`src/rtl/erased_chunk_filter.sv`:
```
module erased_chunk_filter #(
  parameter int DATA_BYTES = 512,
  parameter int PAR_BYTES  = 9,
  parameter logic [PAR_BYTES*8-1:0] ERASED_SIG = 72'h6F_B7_FF_8B_F4_58_90_9D_CD
) (
  input  logic                   clk,
  input  logic                   rst_n,
  input  logic                   wr_in_valid,
  input  logic [PAR_BYTES*8-1:0] wr_par_in,
  output logic                   wr_out_valid,
  output logic [PAR_BYTES*8-1:0] wr_par_out,
  input  logic                   rd_valid,
  input  logic [7:0]             rd_byte,
  input  logic                   rd_last,
  output logic                   vd_valid,
  output logic                   vd_erased,
  output logic                   dec_start
);
  localparam int TOTAL = PAR_BYTES + DATA_BYTES;
  localparam int IW    = $clog2(TOTAL + 1);
  localparam logic [IW-1:0] P_PAR0  = '0;
  localparam logic [IW-1:0] P_DAT0  = IW'(PAR_BYTES);
  localparam logic [IW-1:0] P_MID   = IW'(PAR_BYTES + DATA_BYTES / 2);
  localparam logic [IW-1:0] P_END   = IW'(TOTAL - 1);
  localparam logic [IW-1:0] P_SAT   = IW'(TOTAL);

  // write path: signature substitution
  always_ff @(posedge clk) begin
    if (!rst_n) begin
      wr_out_valid <= 1'b0;
      wr_par_out   <= '0;
    end else begin
      wr_out_valid <= wr_in_valid;
      if (wr_in_valid)
        wr_par_out <= (wr_par_in == ERASED_SIG) ? '1 : wr_par_in;
    end
  end

  // read path: blank detection
  logic [IW-1:0] pos;
  logic [7:0]    acc;
  logic          skip;

  wire byte_ff  = (rd_byte == 8'hFF);
  wire is_probe = (pos == P_PAR0) || (pos == P_DAT0) || (pos == P_MID) || (pos == P_END);
  wire all_ff   = ((acc & rd_byte) == 8'hFF);

  always_ff @(posedge clk) begin
    if (!rst_n) begin
      pos       <= '0;
      acc       <= 8'hFF;
      skip      <= 1'b0;
      vd_valid  <= 1'b0;
      vd_erased <= 1'b0;
    end else begin
      vd_valid <= 1'b0;
      if (rd_valid) begin
        if (rd_last) begin
          pos  <= '0;
          acc  <= 8'hFF;
          skip <= 1'b0;
          if (!skip) begin
            vd_valid  <= 1'b1;
            vd_erased <= all_ff && (pos == P_END);
          end
        end else begin
          if (pos != P_SAT) pos <= pos + 1'b1;
          if (!skip) begin
            if (is_probe && !byte_ff) begin
              vd_valid  <= 1'b1;
              vd_erased <= 1'b0;
              skip      <= 1'b1;
            end else begin
              acc <= acc & rd_byte;
            end
          end
        end
      end
    end
  end

  assign dec_start = vd_valid & ~vd_erased;

  AST_WR_SIG_BLANKED: assert property (@(posedge clk) disable iff (!rst_n)
    wr_in_valid && (wr_par_in == ERASED_SIG) |=> wr_out_valid && (wr_par_out == '1));
  AST_WR_PASS: assert property (@(posedge clk) disable iff (!rst_n)
    wr_in_valid && (wr_par_in != ERASED_SIG) |=> wr_out_valid && (wr_par_out == $past(wr_par_in)));
  AST_IDLE_SILENT: assert property (@(posedge clk) disable iff (!rst_n)
    !rd_valid |=> !vd_valid);
  AST_BAD_LAST_NOT_ERASED: assert property (@(posedge clk) disable iff (!rst_n)
    rd_valid && rd_last && !byte_ff |=> !vd_erased);
  AST_EARLY_REJECT: assert property (@(posedge clk) disable iff (!rst_n)
    rd_valid && !skip && (pos == P_PAR0) && !byte_ff |=> vd_valid && dec_start);
  AST_SKIP_QUIET: assert property (@(posedge clk) disable iff (!rst_n)
    rd_valid && skip |=> !vd_valid);
endmodule

```
`config.mk`:
```
export PLATFORM = sky130hd
export DESIGN_NAME = erased_chunk_filter
export DESIGN_NICKNAME = d
export VERILOG_FILES = /design/src/rtl/erased_chunk_filter.sv
export SDC_FILE = /design/constraint.sdc
export NUM_CORES = 1
export LEC_CHECK = 0
export BUFFER_PORTS_ARGS = -buffer_cell sky130_fd_sc_hd__buf_2
export CORE_MARGIN = 10
export CORE_UTILIZATION = 45
export DETAILED_ROUTE_END_ITERATION = 10
export PLACE_DENSITY = 0.75
export SYNTH_ARGS = -nofsm -noshare
export SYNTH_HDL_FRONTEND = slang
export SYNTH_SLANG_ARGS = --single-unit
export TNS_END_PERCENT = 5
```
`constraint.sdc`:
```
create_clock -name clk -period 3.6 [get_ports clk]
set_input_delay 0.18 -clock clk [delete_from_list [all_inputs] [get_ports clk]]
set_output_delay 0.18 -clock clk [all_outputs]
set_load 0.01 [all_outputs]
```
# == Word level (Yosys, flattened, before mapping) ==
# Index checks and enable logic that the tools add are counted.
# classes
n_addsub,1
n_eq_ne,9
muxes,16
bitwise,4
reduce_logical,13
# op_table
cell,n
"== test 72 x 71 -> 1 bit, second input constant",1
2-to-1 mux 72 bit,1
2-to-1 mux 8 bit,3
2-to-1 mux 10 bit,2
"== test 8 bit, second input constant",2
"adder 10 x 1 -> 10 bit, second input constant",1
"== test 10 bit, second input constant",1
"== test 10 x 4 -> 1 bit, second input constant",1
"== test 10 x 9 -> 1 bit, second input constant",1
zero test 10 bit,1
2-to-1 mux 1 bit,10
"!= test 10 bit, second input constant",1
bitwise AND 8 bit,1
AND reduction 3 bit,2
"!= test 2 bit, second input constant",2
AND reduction 2 bit,2
nonzero test 2 bit,2
logical OR 1 bit,3
logical AND 1 bit,2
inverter 1 bit,2
bitwise AND 1 bit,1
zero test 1 bit,1
# word_totals
regBits,94
in_bits,85
out_inout_bits,76
elab_cells,50

# == Depth between registers and ports, before layout ==
# logic_depth
ltp_word,8
depth_mapped,6
depth_no_buf,6

# == Worst setup path before layout ==
# No wires, ideal clock.
# synth_path
kind,register -> register
from,register pos[4]
to,register pos[2]
arrival_time_ns,1.519
required_ns,3.482
path_slack_ns,1.963
stages_incl_launch_ff,5
path_buffers,0
period_less_slack_ns,1.637
cell_sequence,dfxtp_1 or4_4 o41ai_4 or3_1 a21oi_1
# synth_between
elab_chain_len,3
# synth_lines
element,line_no,rtl
"start, declared",40,logic [IW-1:0] pos;
"start signal, assigned",67,if (pos != P_SAT) pos <= pos + 1'b1;
!= test 10 bit,67,
nonzero test 2 bit (no source line),--,
AND reduction 2 bit (no source line),--,
# No other way between the ends.
# A chain may end at the register's enable or synchronous reset.

# == Worst setup path after layout ==
# layout_path
from,input port wr_par_in[32]
to,register wr_par_out[17]
# layout_between
elab_chain_len,2
# layout_lines
element,line_no,rtl
"start, declared",9,"input logic [PAR_BYTES*8-1:0] wr_par_in,"
== test 72 x 71 -> 1 bit,35,wr_par_out <= (wr_par_in == ERASED_SIG) ? '1 : wr_par_in;
2-to-1 mux 72 bit,35,
"end signal, assigned",35,
"end, declared",11,"output logic [PAR_BYTES*8-1:0] wr_par_out,"
# No other way between the ends.

==> out/results.ini <==
[power]
ir_worst_vdd_mv = 0.2525
total_power_mw = 2.206
p_per_area_mw_per_mm2 = 424.4
p_leak_nw = 2.500

[placed_design]
io_buffers = 160
place.detailed.hpwl_mm = 8.644
postPlaceCellArea_mm2 = 0.004975
dp.cells = 673
place_congestion = 0.8092
dpl_worst_slack_ps = 1403

[timing]
final_hold_viol_count = 0
slew_viol_final = 0
layout_setup_ws_ps = 1756
finalHoldWorstSlack_ps = 53.00
setup_viol = 0
slew-limit-headroom_pct = 19.65
post-route-min-period_ps = 1844
skew_ps = 6.850
tightestPinTransition_ps = 1205
max_freq_ghz = 0.5423
grt_setup_unrepaired = false
finalSetupTns_ps = 0
period_share_pct = 51.22

[worst_setup_path]
slowest_stage = nand4_2
crit_fanout = 28
worstSetupStartpointType = input port
arrival_ps = 2090
cp-end-kind = register
crit_required_ps = 3850
worstSetupPathType = input port to register
reg2reg_depth = 6
cp_cell_sequence = buf_2, nand4bb_1, nor4_1, nand4_2, o31ai_1
regToRegStartpoint = pos[0]
timing.rr.end = acc[4]
rrSetupSlack_ps = 1780
max_stage_delay_ps = 680

[yosys]
synth_top_flop_cell = dfxtp_1
synth_area_per_cell_um2 = 9.655
ys_ff_latch = 94
synth.most_common_cell = dfxtp_1
synth_warnings = 0
synth_cell_types = 41
synth-edff-count = 0
syn_nets = 518
synth_area_mm2 = 0.004151
synth.area.top_cells = dfxtp_1, mux2i_1, nor2b_1
yosysSeqAreaShare_pct = 45.33
synth_top_area_share_pct = 45.33
synth_top_cell_by_area = dfxtp_1
netlist_instances = 430
async_flop_share_pct = 0
synthTopCellsByCount = dfxtp_1, nor2b_1, mux2i_1

[grt]
first_global_vias = 3747
grt.total_usage_pct = 16.19
grt_max_degree = 102
grt_pass1_wl_mm = 17.88
antenna_found_initial = 0
grt-ovfl-total = 0

[detailed_routing]
drt-vias-per-instance = 5.325
drt_iter0_markers = 164
m1WireLength_mm = 4.911
wl_met2_mm = 5.462
top_layer = met4
drcViolationCount = 0
met3WireLength_um = 771
route.vias.total = 3669
post_drt_wl_per_cell_um = 16.39
ant_nets = 0
wirelength_mm = 11.29
first_pass_iters = 4

[cells_and_area]
layout-drive-gt1-share_pct = 31.67
final_nets = 664
fin_area_mm2 = 0.005199
n_antenna_cell = 0
final_cells = 689
area_delta_synth_final_pct = 25.23
post-route-util_pct = 58.75

[cts]
cts_resized = 0
clk_pin_slew_ps = 90
cts_buffer_depth = 2
numCtsBuffers = 9
worstSkewPairLatency_ps = 340
cts_tree = done
ctsHoldBuffers = 0
root_buffer = clkbuf_8
postCtsSetupBuffers = 0
cts.sinks = 94
h-tree-depth = 3

[floorplanning]
chipHeight_um = 116.1
num_rows = 34
die_x_um = 116.1
die_area_mm2 = 0.01347
coreArea_mm2 = 0.008848
io_pins = 161
initial_core_util_pct = 46.92

[hold_path]
hp-start = rd_byte[3]
min_path_cells = 2
whs_endpoint = acc[3]
hp-class = input port to register

[run]
drv_cap = 0

[outcome]
outcome = finished, final reports clean

[sequential cells by signal (all words and copies together), names as in the netlist]
register / cells
vd_valid: 1
acc: 8
wr_out_valid: 1
pos: 10
skip: 1
wr_par_out: 72
vd_erased: 1
[area by class of cell]
type                    count  area [µm²]
inverters                  34       127.6
multi-input cells         276        2019
clock inverters             5       82.58
fillers                   798        3650
well taps                 108       135.1
clock buffers              11       141.4
flip-flops and latches     94        1882
repair buffers            161       810.8
[report_power, final]
part           total (mW)  switching (mW)  leakage (nW)  internal [mW]
Clock               0.773           0.361         0.113          0.412
Sequential           1.12          0.0262         0.775           1.09
Combinational       0.312           0.167          1.61          0.145
[worst max path at each step]
stage                        startpoint        endpoint
after floorplan                  pos[4]          pos[2]
after CTS                        pos[0]          acc[4]
final                     wr_par_in[32]  wr_par_out[17]
after global placement    wr_par_in[32]  wr_par_out[22]
after detailed placement  wr_par_in[71]  wr_par_out[17]
after global routing             pos[0]          acc[1]
[logic make-up (layout without fill, tap and decap cells)]
family / after synthesis / after routing / synth area share, %
AO/OA/AOI/OAI: 110 / 110 / 18.35
XOR/XNOR: 4 / 4 / 0.8440
adder cells (fa/ha/maj): 3 / 3 / 0.9043
buffers and inverters: 60 / 211 / 6.027
flip-flops: 94 / 94 / 45.33
multiplexers: 44 / 44 / 10.61
AND/OR/NAND/NOR: 115 / 115 / 17.93
[cells in the final DEF (no fill, tap or decap), types with 10 or more instances in the layout]
cell      instances
nand4_1          10
a21o_1           28
o21ai_0          33
clkbuf_8         10
nor2b_1          45
mux2i_1          44
o31ai_1          29
buf_2           159
inv_1            34
dfxtp_1          94
[worst max-delay path, delay by kind of cell]
kind / cells / cell delay [ps]
simple gates: 3 / 1340
compound gates: 1 / 460
buf+inv: 1 / 100
[per-layer routing]
metal	vias to the layer above	global-route usage, %
met5	-	0
met4	0	5.088
met3	14	4.703
met2	105	27.68
met1	1722	19.14
li1	1828	-
(Power assumes the default switching activity.)
